### config.mk
export PLATFORM = sky130hd
export DESIGN_NAME = prog_erase_status
export DESIGN_NICKNAME = d
export VERILOG_FILES = /design/src/rtl/pes_pkg.sv /design/src/rtl/pes_timer.sv /design/src/rtl/pes_status.sv /design/src/rtl/prog_erase_status.sv
export SDC_FILE = /design/constraint.sdc
export NUM_CORES = 1
export LEC_CHECK = 0
export BUFFER_PORTS_ARGS = -buffer_cell sky130_fd_sc_hd__buf_4
export CORE_MARGIN = 2
export CORE_UTILIZATION = 30
export DETAILED_ROUTE_END_ITERATION = 12
export GPL_ROUTABILITY_DRIVEN = 0
export MAX_ROUTING_LAYER = met4
export PLACE_DENSITY = 0.51
export SLEW_MARGIN = 0
export SYNTH_ARGS = -nofsm -noshare
export SYNTH_HDL_FRONTEND = slang
export SYNTH_SLANG_ARGS = --single-unit
export TNS_END_PERCENT = 50
### constraint.sdc
create_clock -name clk -period 2.65 [get_ports clk]
set_input_delay 0.3975 -clock clk [delete_from_list [all_inputs] [get_ports clk]]
set_output_delay 0.3975 -clock clk [all_outputs]
set_load 0.01 [all_outputs]
### src/rtl/pes_pkg.sv
package pes_pkg;

  // Busy length in cycles for the given operation kind.
  function automatic int unsigned op_len(input logic is_erase,
                                         input int unsigned prog_n,
                                         input int unsigned erase_n);
    return is_erase ? erase_n : prog_n;
  endfunction

  // Polling bit: 0 while erasing, inverse of the written bit while programming.
  function automatic logic poll_bit(input logic is_erase, input logic d7);
    return is_erase ? 1'b0 : ~d7;
  endfunction

endpackage

### src/rtl/pes_timer.sv
module pes_timer #(
  parameter int CW = 8
) (
  input  logic          clk,
  input  logic          rst_n,
  input  logic          load_i,
  input  logic [CW-1:0] len_i,
  input  logic          abort_i,
  output logic          busy_o,
  output logic          done_o
);
  logic [CW-1:0] cnt_q;
  logic          expire;

  // Last cycle of a timed operation.
  assign expire = busy_o && (cnt_q == '0) && !abort_i;

  always_ff @(posedge clk or negedge rst_n) begin
    if (!rst_n) begin
      busy_o <= 1'b0;
      done_o <= 1'b0;
      cnt_q  <= '0;
    end else begin
      done_o <= expire;
      if (abort_i) begin
        busy_o <= 1'b0;
        cnt_q  <= '0;
      end else if (load_i) begin
        busy_o <= 1'b1;
        cnt_q  <= len_i - 1'b1;
      end else if (expire) begin
        busy_o <= 1'b0;
      end else if (busy_o) begin
        cnt_q  <= cnt_q - 1'b1;
      end
    end
  end

  p_count_down_r2: assert property (@(posedge clk) disable iff (!rst_n)
    (busy_o && cnt_q != '0 && !abort_i) |=> (busy_o && cnt_q == $past(cnt_q) - 1'b1));

  p_abort_idle_r10: assert property (@(posedge clk) disable iff (!rst_n)
    abort_i |=> (!busy_o && !done_o));

  p_done_after_busy_r8: assert property (@(posedge clk) disable iff (!rst_n)
    done_o |-> (!busy_o && $past(busy_o)));

endmodule

### src/rtl/pes_status.sv
module pes_status (
  input  logic       clk,
  input  logic       rst_n,
  input  logic       load_i,
  input  logic       erase_i,
  input  logic       d7_i,
  input  logic       rd_i,
  input  logic       abort_i,
  input  logic       busy_i,
  output logic [7:0] status_o
);
  logic erase_q;
  logic d7_q;
  logic tog_q;
  logic flip;

  // A read during a running operation flips the toggle bit.
  assign flip = busy_i && rd_i && !abort_i;

  always_ff @(posedge clk or negedge rst_n) begin
    if (!rst_n) begin
      erase_q <= 1'b0;
      d7_q    <= 1'b0;
      tog_q   <= 1'b0;
    end else if (abort_i) begin
      tog_q   <= 1'b0;
    end else if (load_i) begin
      erase_q <= erase_i;
      d7_q    <= d7_i;
      tog_q   <= 1'b0;
    end else if (flip) begin
      tog_q   <= ~tog_q;
    end
  end

  assign status_o = busy_i ? {pes_pkg::poll_bit(erase_q, d7_q), tog_q, 6'b0} : 8'h00;

  p_tog_flip_r6: assert property (@(posedge clk) disable iff (!rst_n)
    (flip && !load_i) |=> (tog_q != $past(tog_q)));

  p_kind_stable_r9: assert property (@(posedge clk) disable iff (!rst_n)
    (busy_i && $past(busy_i) && !$past(load_i)) |-> ($stable(erase_q) && $stable(d7_q)));

  p_fresh_tog_r11: assert property (@(posedge clk) disable iff (!rst_n)
    (load_i && !abort_i) |=> !tog_q);

endmodule

### src/rtl/prog_erase_status.sv
module prog_erase_status #(
  parameter int PROG_CYCLES  = 1750,
  parameter int ERASE_CYCLES = 5000000
) (
  input  logic       clk,
  input  logic       rst_n,
  input  logic       start_i,
  input  logic       op_erase_i,
  input  logic [7:0] last_data_i,
  input  logic       rd_i,
  input  logic       abort_i,
  output logic       busy_o,
  output logic       done_o,
  output logic [7:0] status_o
);
  localparam int MAXC = (ERASE_CYCLES > PROG_CYCLES) ? ERASE_CYCLES : PROG_CYCLES;
  localparam int CW   = $clog2(MAXC + 1);

  logic          start_ok;
  logic [CW-1:0] len;

  // A start is taken only when idle and not aborted.
  assign start_ok = start_i && !busy_o && !abort_i;
  assign len      = CW'(pes_pkg::op_len(op_erase_i, PROG_CYCLES, ERASE_CYCLES));

  pes_timer #(.CW(CW)) u_timer (
    .clk     (clk),
    .rst_n   (rst_n),
    .load_i  (start_ok),
    .len_i   (len),
    .abort_i (abort_i),
    .busy_o  (busy_o),
    .done_o  (done_o)
  );

  pes_status u_status (
    .clk      (clk),
    .rst_n    (rst_n),
    .load_i   (start_ok),
    .erase_i  (op_erase_i),
    .d7_i     (last_data_i[7]),
    .rd_i     (rd_i),
    .abort_i  (abort_i),
    .busy_i   (busy_o),
    .status_o (status_o)
  );

  p_start_busy_r2: assert property (@(posedge clk) disable iff (!rst_n)
    start_ok |=> busy_o);

  p_idle_zero_r7: assert property (@(posedge clk) disable iff (!rst_n)
    (!busy_o && $past(busy_o)) |-> (status_o == 8'h00));

endmodule

Word-level counts from Yosys, hierarchy flattened
Index checks and enable logic that the tools add are counted.
Cells by class
  mux-type cells: 13
  equal/unequal tests: 1
  $add $sub $neg: 2
  reduce and logical (&&, ||, !) cells: 14
  bitwise operators: 3
Operators by type and width (count)
  23-bit 2-to-1 mux: 5
  23-bit by 1-bit subtractor with 23-bit output (second input constant): 2
  23-bit zero test: 1
  3-bit nonzero test: 3
  8-bit 2-to-1 mux: 1
  1-bit 2-to-1 mux: 7
  1-bit logical AND: 6
  2-bit AND reduction: 2
  3-bit inequality test (second input constant): 1
  1-bit NOT: 3
  1-bit zero test: 2
Word-level totals
  bits in registers: 28
  input port bits: 14
  word-level logic and storage cells: 39

Logic depth before layout (Yosys ltp)
Gate-level depths: netlist (run 1).
  depth after elaboration: 6
  mapped depth: 11
  mapped depth without buffers: 9

Modules after synthesis
From an unflattened synthesis (run 1), not the netlist that was laid out.
Unflattened totals
  cells, all modules: 207
  area total of the unflattened synthesis: 2048.2 um^2
By module, submodules not included
  pes_timer: cells each 185, sequential area each 625.6 um^2, times used 1, area an instance 1813.0 um^2
  pes_status: cells each 18, sequential area each 75.1 um^2, times used 1, area an instance 211.5 um^2
  prog_erase_status: cells each 4, sequential area each 0.0 um^2, times used 1, area an instance 23.8 um^2

Worst setup path before layout (run 1)
OpenSTA, ideal clock, no wires.
  kind: input port to flip-flop
  from: input start_i
  to: register u_timer.cnt_q[12]
  arrival: 2.963 ns
  stages on the path: 11
  data required time: 2.551 ns
  setup slack: -0.412 ns
  buffers on the path: 3
  cells stage by stage: clkbuf_2 > or3b_1 > clkbuf_1 > clkbuf_1 > a21oi_1 > ha_1 > nor4b_1 > nand2_1 > or3_1 > or3_1 > a311oi_1
On the way
  word-level cells in the longest chain between the ends: 4
  elaborated cells on any way between the ends: 7
Ends and longest elaborated chain
  from (decl): RTL line prog_erase_status.sv:7  | input logic start_i,
  1-bit logical AND * (2 in series): RTL line prog_erase_status.sv:23  | assign start_ok = start_i && !busy_o && !abort_i;
  3-bit inequality test (no line) (tied with other cells)
  2-bit AND reduction (no line) or 23-bit 2-to-1 mux (tied branches)
  to (signal assigned): RTL line pes_timer.sv:30  | cnt_q <= len_i - 1'b1;
  to (signal assigned): RTL line pes_timer.sv:34  | cnt_q <= cnt_q - 1'b1;
  to (decl): RTL line pes_timer.sv:12  | logic [CW-1:0] cnt_q;
Every way passes the cells marked *; elsewhere a longest branch is shown, timed or not.
A chain may end at the register's enable or synchronous reset.

Final worst setup path (run 1)
  from: register u_timer.busy_o
  to: register u_timer.cnt_q[14]
On the way
  word-level cells in the longest chain between the ends: 5
  elaborated cells on any way between the ends: 10
Ends and longest elaborated chain
  from (decl): RTL line pes_timer.sv:9  | output logic busy_o,
  from (signal assigned): RTL line pes_timer.sv:20  | busy_o <= 1'b0;
  from (signal assigned): RTL line pes_timer.sv:26  | busy_o <= 1'b0;
  from (signal assigned): RTL line pes_timer.sv:29  | busy_o <= 1'b1;
  1-bit zero test: RTL line prog_erase_status.sv:23
  1-bit logical AND (2 in series): RTL line prog_erase_status.sv:23
  3-bit inequality test (no line) (tied with other cells)
  2-bit AND reduction (no line) or 23-bit 2-to-1 mux (tied branches)
Parallel ways exist; a longest one is shown, timed or not.

==> results of run 1 <==
==> routing by layer <==
metal	global-route usage	wire, um	vias up
met4	0.03608	34	0
met2	0.2770	2813	61
met1	0.2354	2683	919
li1	-	-	914
met3	0.02753	350	4
met5	-	0	-
==> layout make-up <==
| cell class | instances | area, um2 |
|---|---|---|
| Inverter | 5 | 18.77 |
| Timing Repair Buffer | 35 | 262.8 |
| Clock inverter | 1 | 30.03 |
| Fill cell | 672 | 3983 |
| Tap cell | 77 | 96.34 |
| Multi-Input combinational cell | 183 | 1181 |
| Sequential cell | 28 | 700.7 |
| Clock buffer | 3 | 41.29 |
==> worst max-delay path: stages, from the launching register on <==
cell                      delay [ns]
sky130_fd_sc_hd__dfrtp_1        0.39
sky130_fd_sc_hd__or3b_4         0.42
sky130_fd_sc_hd__a21oi_2        0.14
sky130_fd_sc_hd__ha_2           0.21
sky130_fd_sc_hd__or4b_4         0.49
sky130_fd_sc_hd__buf_4          0.15
sky130_fd_sc_hd__nor3_1         0.20
sky130_fd_sc_hd__buf_4          0.18
sky130_fd_sc_hd__a31oi_1        0.08
sky130_fd_sc_hd__o22ai_1        0.20
==> logic make-up (layout without fill, tap and decap cells) <==
logic type	Yosys count	in the layout	share of synthesized area
adder cells (fa/ha/maj)	1	1	0.006426
AND/OR/NAND/NOR	108	108	0.3175
other	1	6	0.001926
AO/OA/AOI/OAI	67	67	0.2416
XOR/XNOR	1	1	0.004500
flip-flops	28	28	0.3599
buffers and inverters	25	44	0.06811
==> cell usage after synthesis (3+ instances only) <==
library cell	number	share of area
sky130_fd_sc_hd__nor4_1	12	0.039
sky130_fd_sc_hd__o21ai_0	11	0.028
sky130_fd_sc_hd__or4_1	6	0.023
sky130_fd_sc_hd__nor2_1	18	0.035
sky130_fd_sc_hd__inv_1	4	0.0077
sky130_fd_sc_hd__nand2b_1	3	0.0096
sky130_fd_sc_hd__nor3b_1	3	0.012
sky130_fd_sc_hd__nor3_1	14	0.036
sky130_fd_sc_hd__a21oi_1	15	0.039
sky130_fd_sc_hd__buf_2	3	0.0077
sky130_fd_sc_hd__buf_4	7	0.027
sky130_fd_sc_hd__o2bb2ai_1	3	0.013
sky130_fd_sc_hd__a21o_1	5	0.019
sky130_fd_sc_hd__dfrtp_1	28	0.36
sky130_fd_sc_hd__a31oi_1	4	0.013
sky130_fd_sc_hd__or3_1	7	0.022
sky130_fd_sc_hd__nand2_1	20	0.039
sky130_fd_sc_hd__o31ai_1	4	0.015
sky130_fd_sc_hd__a22o_1	5	0.022
sky130_fd_sc_hd__and2_1	3	0.0096
sky130_fd_sc_hd__clkbuf_1	7	0.013
sky130_fd_sc_hd__nand3_1	7	0.018
==> cells in the final DEF, fill, tap and decap left out, types with 2 or more instances in the layout <==
| master | count |
|---|---|
| sky130_fd_sc_hd__or2_2 | 2 |
| sky130_fd_sc_hd__nor4b_4 | 2 |
| sky130_fd_sc_hd__dfrtp_1 | 28 |
| sky130_fd_sc_hd__or4_1 | 6 |
| sky130_fd_sc_hd__a22o_1 | 5 |
| sky130_fd_sc_hd__nand2b_1 | 3 |
| sky130_fd_sc_hd__buf_4 | 35 |
| sky130_fd_sc_hd__nor2_1 | 17 |
| sky130_fd_sc_hd__a21o_1 | 5 |
| sky130_fd_sc_hd__o211ai_1 | 2 |
| sky130_fd_sc_hd__o21ai_0 | 11 |
| sky130_fd_sc_hd__o2bb2ai_1 | 3 |
| sky130_fd_sc_hd__clkbuf_8 | 3 |
| sky130_fd_sc_hd__o31ai_1 | 4 |
| sky130_fd_sc_hd__a2bb2oi_1 | 2 |
| sky130_fd_sc_hd__nand2_1 | 19 |
| sky130_fd_sc_hd__nor4_1 | 11 |
| sky130_fd_sc_hd__and2_1 | 3 |
| sky130_fd_sc_hd__a31oi_1 | 4 |
| sky130_fd_sc_hd__a21oi_1 | 14 |
| sky130_fd_sc_hd__or4_4 | 2 |
| sky130_fd_sc_hd__conb_1 | 6 |
| sky130_fd_sc_hd__inv_1 | 4 |
| sky130_fd_sc_hd__a311oi_1 | 2 |
| sky130_fd_sc_hd__o22ai_1 | 2 |
| sky130_fd_sc_hd__nor3_1 | 14 |
| sky130_fd_sc_hd__a211oi_1 | 2 |
| sky130_fd_sc_hd__or3_1 | 6 |
| sky130_fd_sc_hd__nand3_1 | 7 |
| sky130_fd_sc_hd__nor3b_1 | 3 |
| sky130_fd_sc_hd__nand4b_1 | 2 |
==> power by group <==
| group | internal, uW | switching [uW] | total, uW | leakage [uW] |
|---|---|---|---|---|
| Combinational | 363 | 442 | 806 | 0.000633 |
| Clock | 203 | 148 | 351 | 0.0000357 |
| Sequential | 487 | 89.4 | 576 | 0.000375 |
| Total | 1050 | 680 | 1730 | 0.00104 |
==> worst paths after layout <==
check | from | endpoint | slack (ns) | cells past startpoint
max in group asynchronous | rst_n | u_status.d7_q$_DFFE_PN0P_ | 2.36 | 1
min in group clk | last_data_i[7] | u_status.d7_q$_DFFE_PN0P_ | 0.31 | 3
max reg2reg | u_timer.busy_o$_DFFE_PN0P_ | u_timer.cnt_q[14]$_DFFE_PN0P_ | 0.12 | 9
min reg2reg | u_status.erase_q$_DFFE_PN0P_ | u_status.erase_q$_DFFE_PN0P_ | 0.50 | 2
max | u_timer.busy_o$_DFFE_PN0P_ | u_timer.cnt_q[14]$_DFFE_PN0P_ | 0.12 | 9
min | rst_n | u_timer.done_o$_DFF_PN0_ | 0.02 | 1
==> state kept, by name, summed over array words and instances (netlist names) <==
name and flops:
u_status.d7_q 1, u_timer.done_o 1, u_status.tog_q 1, u_timer.cnt_q 23, u_timer.busy_o 1, u_status.erase_q 1
==> per-stage QoR <==
stage	hold WS [ns]	std cells	total power, uW	utilization	setup TNS [ns]
final	0.02070	332	1733	0.3692	0
after global routing	0.04001	332	1855	0.3692	-0.01673
after CTS	0.02685	329	1690	0.3617	0
after detailed placement	0.3512	325	1329	0.3500	-0.3977
after global placement	0.3488	325	1323	0.3500	-0.2954
after floorplan	0.1019	236	1088	-	-0.4705
==> repair_timing <==
item / CTS / global route
pin swaps: 0 / 5
setup endpoints to repair: 1 / 6
buffers inserted: 0 / 3
gates resized for setup: 1 / 6
==> implementation parameters, run 1 <==
Parameter                              Value

Clocking
  Clock latency of the later-clocked register in the worst-skew pair    0.28 ns
  Library cell used as clock root buffer    sky130_fd_sc_hd__clkbuf_8
  CTS Sinks    28
  Longest Clk Path Bufs    2
  Clock-pin slew reported for the worst setup and hold paths after clock tree synthesis    0.11 ns
  Clock buffers created by TritonCTS    3
  CTS tree    yes
  Number of H-tree levels    1
  Post-CTS Hold Buffers    0

Synthesis
  EDFF count, synth    0
  Primary FF master, synth    sky130_fd_sc_hd__dfrtp_1
  Count of unique library cells instantiated by Yosys    56
  Post-Synthesis Cell Area    0.001947 mm2
  Post-Syn Area per Cell    8.428 um2
  Number of register bits inferred by synthesis    28
  Fraction of the yosys area taken by sequential cells    0.3599
  YS warnings    0
  Cells after synthesis    approximately 230
  FFs w/ async S/R, synth    1.000

Cells and area
  Fraction of layout cells with a size suffix above 1    0.2314
  Area growth from synthesis to final layout    19.73%
  Number of diodes    0
  Non-Filler Cell Area, Final    around 0.0023 mm2
  Number of nets in the final layout    271

STA
  Final worst path period need    approximately 2.5 ns
  Share of the cycle needed by the critical path after routing    0.9550
  Number of slew-limit violations in the final report    0
  Highest attainable clock frequency    0.3951 GHz
  RSZ-0062 raised after global routing    true
  Worst-case headroom to the max-slew limit    0.4505
  Final Skew    slightly above 0.006 ns
  Tightest Pin Transition    0.8204 ns
  Endpoints failing setup    0
  Number of hold-slack violations in the final timing report    0
  Setup slack of the critical path after layout    0.1192 ns

Critical path
  Arrival time of the worst setup path    2.74 ns
  Critical Path End Type    register
  Startpoint type of the worst setup path    register
  Data required, critical path    2.85 ns
  Maximum fanout along the worst path    5
  Setup Crit Path Kind    reg2reg

Placement
  Number of I/O port buffers    10
  HPWL Detailed    between 4000 and 5000 um
  Placed Area    0.002210 mm2
  Dpl ws    -0.1189 ns

Run status
  Outcome    finished clean

Route
  Post-Route WL    5882 um
  Total DRC errors in the routed layout    0
  Routed wire per std cell    approximately 18 um
  DRC violation total after the first TritonRoute iteration    130
  Number of vias per cell after detailed routing    between 5 and 6
  Number of routed nets with antenna violations    0
  Number of search-and-repair iterations in the first detailed-routing pass    4
  Number of vias after detailed routing    1,898

GRT
  Wire length of the first global-routing pass    9660 um
  GR Util All Layers    0.1740
  Initial antenna violation count    0
  Gr ovfl total    0
  Vias in the first global route    1,847
  Largest net degree at the start of global routing    29

Floorplan
  Number of top-level pins    24
  Area of the placeable core    around 0.0063 mm2
  Starting density of the core    0.3084
  Row count    29
  Total Die Area    between 0.007 and 0.008 mm2
  Die span in y    84.56 um
  Die Span X    84.56 um

Job
  Max Cap Viol    0

Power and ir drop
  PwrDens    743.3 mW/mm2
  Total leakage power    0.001044 uW
  Maximum vdd drop    300.7 uV

Hold path
  Type of the worst min-delay path    in2async
No activity file was read; power rests on OpenSTA's default activity.
==> run 2, diff against run 1 <==
- CORE_UTILIZATION: 30 -> 52
- MAX_ROUTING_LAYER: met4 -> unset
- PLACE_DENSITY: 0.51 -> 0.78
==> run 2 against run 1 <==
Clock power decreased by 23%. Sequential share of layout area increased by 1.2 points. Critical endpoint is now u_timer.cnt_q[12]$_DFFE_PN0P_. Flip-flop and latch count stayed put. Via count up 3.6%. Die area decreased by 41%. Critical path type unchanged. Combinational power down 5.1%. Register-to-register slack worse by 0.02 ns. Cell area fell by 3.9%.
==> implementation parameters, run 2 (same netlist as run 1, synthesis figures left out) <==
Parameter                              Value

Run status
  Outcome    finished clean

Critical path
  Setup Crit Path Kind    reg2reg
  Reg2Reg Setup Slack    0.10 ns (-0.02 ns)
  Critical Path End Type    register
  Data required, critical path    2.84 ns (about the same)
  Crit path launch    u_timer.busy_o$_DFFE_PN0P_
  Arrival time of the worst setup path    2.74 ns (about the same)
  Startpoint of the most critical register-to-register path    u_timer.busy_o$_DFFE_PN0P_
  Worst setup path endpoint    u_timer.cnt_q[12]$_DFFE_PN0P_
  Worst flop-to-flop path endpoint    u_timer.cnt_q[12]$_DFFE_PN0P_
  Maximum fanout along the worst path    5 (unchanged)
  Startpoint type of the worst setup path    register
  Length in cells of the worst reg-to-reg path    8 (-1)

Power and ir drop
  Total leakage power    0.001019 uW (-2.4%)
  Proportion of power drawn by combinational gates    0.474 (+0.009)
  PwrDens    719.7 mW/mm2 (-3.2%)
  Maximum vdd drop    610.4 uV (+100%)
  Seq pwr share    0.357 (+0.024)
  P_int    960.2 uW (-8.8%)
  Clock share of power    0.169 (-0.033)
  Fraction of power spent switching nets    0.4046 (+0.01233)
  Total net switching power    652.6 uW (-4.0%)

Placement
  Placed Area    0.002158 mm2 (-2.3%)
  Number of I/O port buffers    10 (unchanged)
  Dpl ws    -0.09661 ns (+0.02227 ns)
  HPWL Detailed    3622 um (-13%)

STA
  Hold_ws    0.02024 ns (-0.0004664 ns)
  Setup slack of the critical path after layout    0.1022 ns (-0.01703 ns)
  Final sum of negative setup slack    0 ns (unchanged)
  Share of the cycle needed by the critical path after routing    0.9614 (+0.006427)
  Worst-case headroom to the max-slew limit    0.4289 (-0.02157)
  Endpoints failing setup    0 (unchanged)
  Tightest Pin Transition    0.8526 ns (+0.03220 ns)
  Number of hold-slack violations in the final timing report    0 (unchanged)
  Number of slew-limit violations in the final report    0 (unchanged)
  Highest attainable clock frequency    0.3925 GHz (-0.67%)
  Final worst path period need    2.548 ns (+0.01703 ns)
  Final Skew    0.001820 ns (-0.004217 ns)

Clocking
  Clock-pin slew reported for the worst setup and hold paths after clock tree synthesis    0.10 ns (about the same)
  Library cell used as clock root buffer    sky130_fd_sc_hd__clkbuf_8
  CTS tree    yes
  Number of H-tree levels    1 (unchanged)
  Clock buffers created by TritonCTS    3 (unchanged)
  Longest Clk Path Bufs    2 (unchanged)
  CTS Sinks    28 (unchanged)
  Post-CTS Hold Buffers    0 (unchanged)
  Clock latency of the later-clocked register in the worst-skew pair    0.28 ns (about the same)

Route
  Met2 wire length    2415 um (-14%)
  Met3 layer wire length in the routed design    407 um (+16%)
  Post-Route WL    5217 um (-11%)
  Number of routed nets with antenna violations    0 (unchanged)
  Total DRC errors in the routed layout    0 (unchanged)
  Met1 routed wirelength after detailed routing    2280 um (-15%)
  Uppermost layer routed    met4
  Number of search-and-repair iterations in the first detailed-routing pass    5 (+1)
  Number of vias per cell after detailed routing    6.557 (+15%)
  DRC violation total after the first TritonRoute iteration    248 (+91%)
  Routed wire per std cell    17.39 um (-1.8%)
  Number of vias after detailed routing    1,967 (+3.6%)

Cells and area
  Area growth from synthesis to final layout    15.10%
  Fraction of layout cells with a size suffix above 1    0.2143 (-0.01709)
  Top library cells by usage in the layout, fill and taps aside    sky130_fd_sc_hd__buf_4, sky130_fd_sc_hd__dfrtp_1, sky130_fd_sc_hd__nand2_1
  Flip-flop count of the largest register, all copies and words added    23 (unchanged)
  Fill cell count    331 (-51%)
  Footprint of the multi-input gates    0.001166 mm2 (-1.3%)
  Number of nets in the final layout    268 (-1.1%)
  Seq. cell area    700.7 um2 (unchanged)
  Post-layout utilization of the core    0.6167 (+0.2475)
  Most common library cell in the layout ignoring fill and taps    sky130_fd_sc_hd__buf_4
  Number of diodes    0 (unchanged)
  Non-Filler Cell Area, Final    0.002241 mm2 (-3.9%)
  Most flops, register    u_timer.cnt_q

Hold path
  Type of the worst min-delay path    in2async

Floorplan
  Starting density of the core    0.5358 (+0.2274)
  Number of top-level pins    24 (unchanged)
  Area of the placeable core    0.003633 mm2 (-42%)
  Die Span X    65.19 um (-23%)
  Die span in y    65.19 um (-23%)
  Row count    22 (-24%)
  Total Die Area    0.004250 mm2 (-41%)

Job
  Max Cap Viol    0 (unchanged)

GRT
  Largest net degree at the start of global routing    29 (unchanged)
  Wire length of the first global-routing pass    8625 um (-11%)
  Vias in the first global route    1,802 (-2.4%)
  Initial antenna violation count    0 (unchanged)
  Gr ovfl total    0 (unchanged)
  GR Util All Layers    0.2614 (+0.08740)
## run 2: layer usage
layer  track usage  up-vias
li1              -      906
met1        0.3639      941
met2        0.4133      101
met3       0.04452       19
met4       0.08594        0
met5             0        -
## run 2: cell type report
type | count | share of cell area
Multi-Input combinational cell | 183 | 0.5204
Tap cell | 48 | 0.02680
Inverter | 5 | 0.008375
Timing Repair Buffer | 32 | 0.1072
Clock buffer | 4 | 0.02457
Sequential cell | 28 | 0.3127
## run 2: worst min-delay path by stage
stage	startpoint	endpoint	slack, ns	cells after the start
6_report	rst_n	u_status.tog_q$_DFFE_PN0P_	0.02	1
5_1_grt	rst_n	u_timer.cnt_q[16]$_DFFE_PN0P_	0.05	1
4_1_cts	rst_n	u_timer.cnt_q[1]$_DFFE_PN0P_	0.03	1
3_5_place_dp	rst_n	u_timer.cnt_q[16]$_DFFE_PN0P_	0.34	1
3_3_place_gp	rst_n	u_status.tog_q$_DFFE_PN0P_	0.34	1
2_1_floorplan	rst_n	u_status.d7_q$_DFFE_PN0P_	0.10	0
## run 2: power groups by stage
| stage | clock network, uW | logic, uW | registers, uW |
|---|---|---|---|
| after floorplan | 0 | 538 | 551 |
| after global placement | 0 | 706 | 578 |
| after detailed placement | 0 | 719 | 581 |
| after CTS | 277 | 723 | 572 |
| after global routing | 294 | 834 | 586 |
| final | 272 | 765 | 575 |
## run 2: critical path: stages (launching register included)
cell,delay (ns)
sky130_fd_sc_hd__dfrtp_1,0.39
sky130_fd_sc_hd__or3b_4,0.42
sky130_fd_sc_hd__a21oi_2,0.13
sky130_fd_sc_hd__ha_2,0.20
sky130_fd_sc_hd__nor4b_4,0.24
sky130_fd_sc_hd__nand2_2,0.12
sky130_fd_sc_hd__or3_4,0.40
sky130_fd_sc_hd__or3_1,0.31
sky130_fd_sc_hd__a311oi_1,0.25
## run 2: stage by stage
stage	instances	power, uW
6_report	300	1613
5_1_grt	300	1715
4_1_cts	298	1572
3_5_place_dp	294	1300
3_3_place_gp	294	1284
2_1_floorplan	236	1088
## run 2: repair_timing
action | in CTS | in global routing
gates resized for setup | 0 | 4
setup endpoints to repair | 0 | 5
setup buffers | 0 | 2
==> run 3, diff against run 2 <==
- CORE_MARGIN: 2 -> 8
==> run 3 against run 2 <==
Final cell count stayed put. Critical path depth is the same. Highest routed layer unchanged. Global-route usage shrank 8.5 points.
==> implementation parameters, run 3 (same netlist as run 1, synthesis figures left out) <==
Parameter                              Value

STA
  Final Skew    0.007598 ns (+0.005778 ns)
  Number of slew-limit violations in the final report    0 (unchanged)
  Worst-case headroom to the max-slew limit    0.4225 (-0.006446)
  Highest attainable clock frequency    0.3878 GHz (-1.2%)
  Number of hold-slack violations in the final timing report    0 (unchanged)
  Final worst path period need    2.578 ns (+0.03069 ns)
  Tightest Pin Transition    0.8622 ns (+0.009623 ns)
  Endpoints failing setup    0 (unchanged)
  RSZ-0062 raised after global routing    true
  Share of the cycle needed by the critical path after routing    0.9730 (+0.01158)

Floorplan
  Die Span X    77.19 um (+18%)
  Starting density of the core    0.5358 (unchanged)
  Row count    22 (unchanged)
  Number of top-level pins    24 (unchanged)
  Total Die Area    0.005958 mm2 (+40%)
  Die span in y    77.19 um (+18%)
  Area of the placeable core    0.003633 mm2 (unchanged)

Cells and area
  Flip-flop count of the largest register, all copies and words added    23 (unchanged)
  Area growth from synthesis to final layout    14.78%
  Post-route insts no fill    300 (unchanged)
  Number of diodes    0 (unchanged)
  Most common library cell in the layout ignoring fill and taps    sky130_fd_sc_hd__buf_4
  Fill cell count    337 (+1.8%)
  Top library cells by usage in the layout, fill and taps aside    sky130_fd_sc_hd__buf_4, sky130_fd_sc_hd__dfrtp_1, sky130_fd_sc_hd__nand2_1
  Number of nets in the final layout    269 (+0.37%)
  Fraction of layout cells with a size suffix above 1    0.2143 (unchanged)
  Most flops, register    u_timer.cnt_q
  Post-layout utilization of the core    0.6150 (-0.001722)
  Non-Filler Cell Area, Final    0.002235 mm2 (-0.28%)

GRT
  Initial antenna violation count    0 (unchanged)
  Largest net degree at the start of global routing    29 (unchanged)
  GR Util All Layers    0.1764 (-0.08497)
  Gr ovfl total    0 (unchanged)
  Wire length of the first global-routing pass    8825 um (+2.3%)
  Vias in the first global route    1,867 (+3.6%)

Route
  Post-Route WL    5246 um (+0.56%)
  Number of vias after detailed routing    1,899 (-3.5%)
  Number of search-and-repair iterations in the first detailed-routing pass    4 (-1)
  Number of routed nets with antenna violations    0 (unchanged)
  DRC violation total after the first TritonRoute iteration    208 (-16%)
  Total DRC errors in the routed layout    0 (unchanged)
  Number of vias per cell after detailed routing    6.330 (-3.5%)
  Routed wire per std cell    17.49 um (+0.56%)

Power and ir drop
  Seq pwr share    0.367 (+0.010)
  Maximum vdd drop    596.7 uV (-2.2%)
  Total net switching power    641.1 uW (-1.8%)
  PwrDens    700.5 mW/mm2 (-2.7%)
  Total leakage power    0.001016 uW (-0.28%)
  Proportion of power drawn by combinational gates    0.482 (+0.008)
  Total chip power    1565 uW (-2.9%)
  Fraction of power spent switching nets    0.4096 (+0.004939)
  P_int    924.3 uW (-3.7%)
  Clock share of power    0.151 (-0.018)

Critical path
  Arrival time of the worst setup path    2.77 ns (+0.03 ns)
  Critical Path End Type    register
  Startpoint type of the worst setup path    register
  Startpoint of the most critical register-to-register path    u_timer.busy_o$_DFFE_PN0P_
  Reg2Reg Setup Slack    0.07 ns (-0.03 ns)
  Maximum fanout along the worst path    4 (-1)
  Data required, critical path    2.84 ns (about the same)
  Setup Crit Path Kind    reg2reg
  Crit path launch    u_timer.busy_o$_DFFE_PN0P_

Hold path
  Type of the worst min-delay path    in2async

Clocking
  Post-CTS Hold Buffers    0 (unchanged)
  CTS tree    yes
  Clock latency of the later-clocked register in the worst-skew pair    0.28 ns (about the same)
  Longest Clk Path Bufs    2 (unchanged)
  Clock-pin slew reported for the worst setup and hold paths after clock tree synthesis    0.10 ns (about the same)
  Library cell used as clock root buffer    sky130_fd_sc_hd__clkbuf_8
  CTS Sinks    28 (unchanged)
  Number of H-tree levels    1 (unchanged)
  Clock buffers created by TritonCTS    3 (unchanged)

Placement
  HPWL Detailed    3752 um (+3.6%)
  Number of I/O port buffers    10 (unchanged)
  Placed Cells incl. Taps    295 (+0.34%)
  Placed Area    0.002166 mm2 (+0.35%)

Job
  Max Cap Viol    0 (unchanged)

Run status
  Outcome    finished clean
==> run 3: metrics by stage <==
| step | setup TNS, ns | worst slack [ns] | hold WS (ns) |
|---|---|---|---|
| 6_report | 0 | 0.07152 | 0.02301 |
| 5_1_grt | -0.06208 | -0.03336 | 0.04158 |
| 4_1_cts | 0 | 0.05072 | 0.03334 |
| 3_5_place_dp | -0.2808 | -0.1111 | 0.3387 |
| 3_3_place_gp | -0.06744 | -0.03625 | 0.3373 |
| 2_1_floorplan | -0.4705 | -0.1754 | 0.1019 |
==> run 3: worst max-delay path, cell delays in order (launching register included) <==
cell	delay, ns
sky130_fd_sc_hd__dfrtp_1	0.40
sky130_fd_sc_hd__or3b_4	0.41
sky130_fd_sc_hd__a21oi_2	0.14
sky130_fd_sc_hd__ha_2	0.21
sky130_fd_sc_hd__nor4b_4	0.24
sky130_fd_sc_hd__nand2_2	0.12
sky130_fd_sc_hd__or3_4	0.40
sky130_fd_sc_hd__or3_1	0.31
sky130_fd_sc_hd__a311oi_1	0.25
==> run 3: path summary, 6_finish.rpt <==
check	endpoint	depth (start not counted)
min in group clk	u_status.d7_q$_DFFE_PN0P_	3
min	u_status.tog_q$_DFFE_PN0P_	1
max reg2reg	u_timer.cnt_q[12]$_DFFE_PN0P_	8
max in group asynchronous	u_timer.cnt_q[5]$_DFFE_PN0P_	1
min reg2reg	u_status.d7_q$_DFFE_PN0P_	2
max	u_timer.cnt_q[12]$_DFFE_PN0P_	8
==> run 3: timing repair <==
item / in CTS / in global routing
pin swaps: 0 / 2
endpoints found under the setup margin: 1 / 2
resized for setup: 1 / 3
endpoints found under the hold margin: 0 / 0
setup buffers: 0 / 2
==> run 3: layout make-up <==
type	count	area, um2	area share
inverters	5	18.77	0.008399
flip-flops and latches	28	700.7	0.3136
repair buffers	33	247.7	0.1109
multi-input cells	183	1166	0.5218
well taps	48	60.06	0.02688
clock buffers	3	41.29	0.01848
==> run 3: power groups by stage <==
| stage | Combinational, uW | Clock [uW] | Sequential, uW |
|---|---|---|---|
| 2_1_floorplan | 538 | 0 | 551 |
| 3_3_place_gp | 707 | 0 | 579 |
| 3_5_place_dp | 718 | 0 | 580 |
| 4_1_cts | 724 | 242 | 572 |
| 5_1_grt | 826 | 255 | 587 |
| 6_report | 755 | 236 | 575 |
==> run 3: layer usage <==
layer	track usage	wire length, um	part of all wire
met2	0.2932	2523	0.48
met3	0.04196	383	0.073
met4	0.05472	38	0.0072
met1	0.2186	2301	0.44
met5	0	0	0
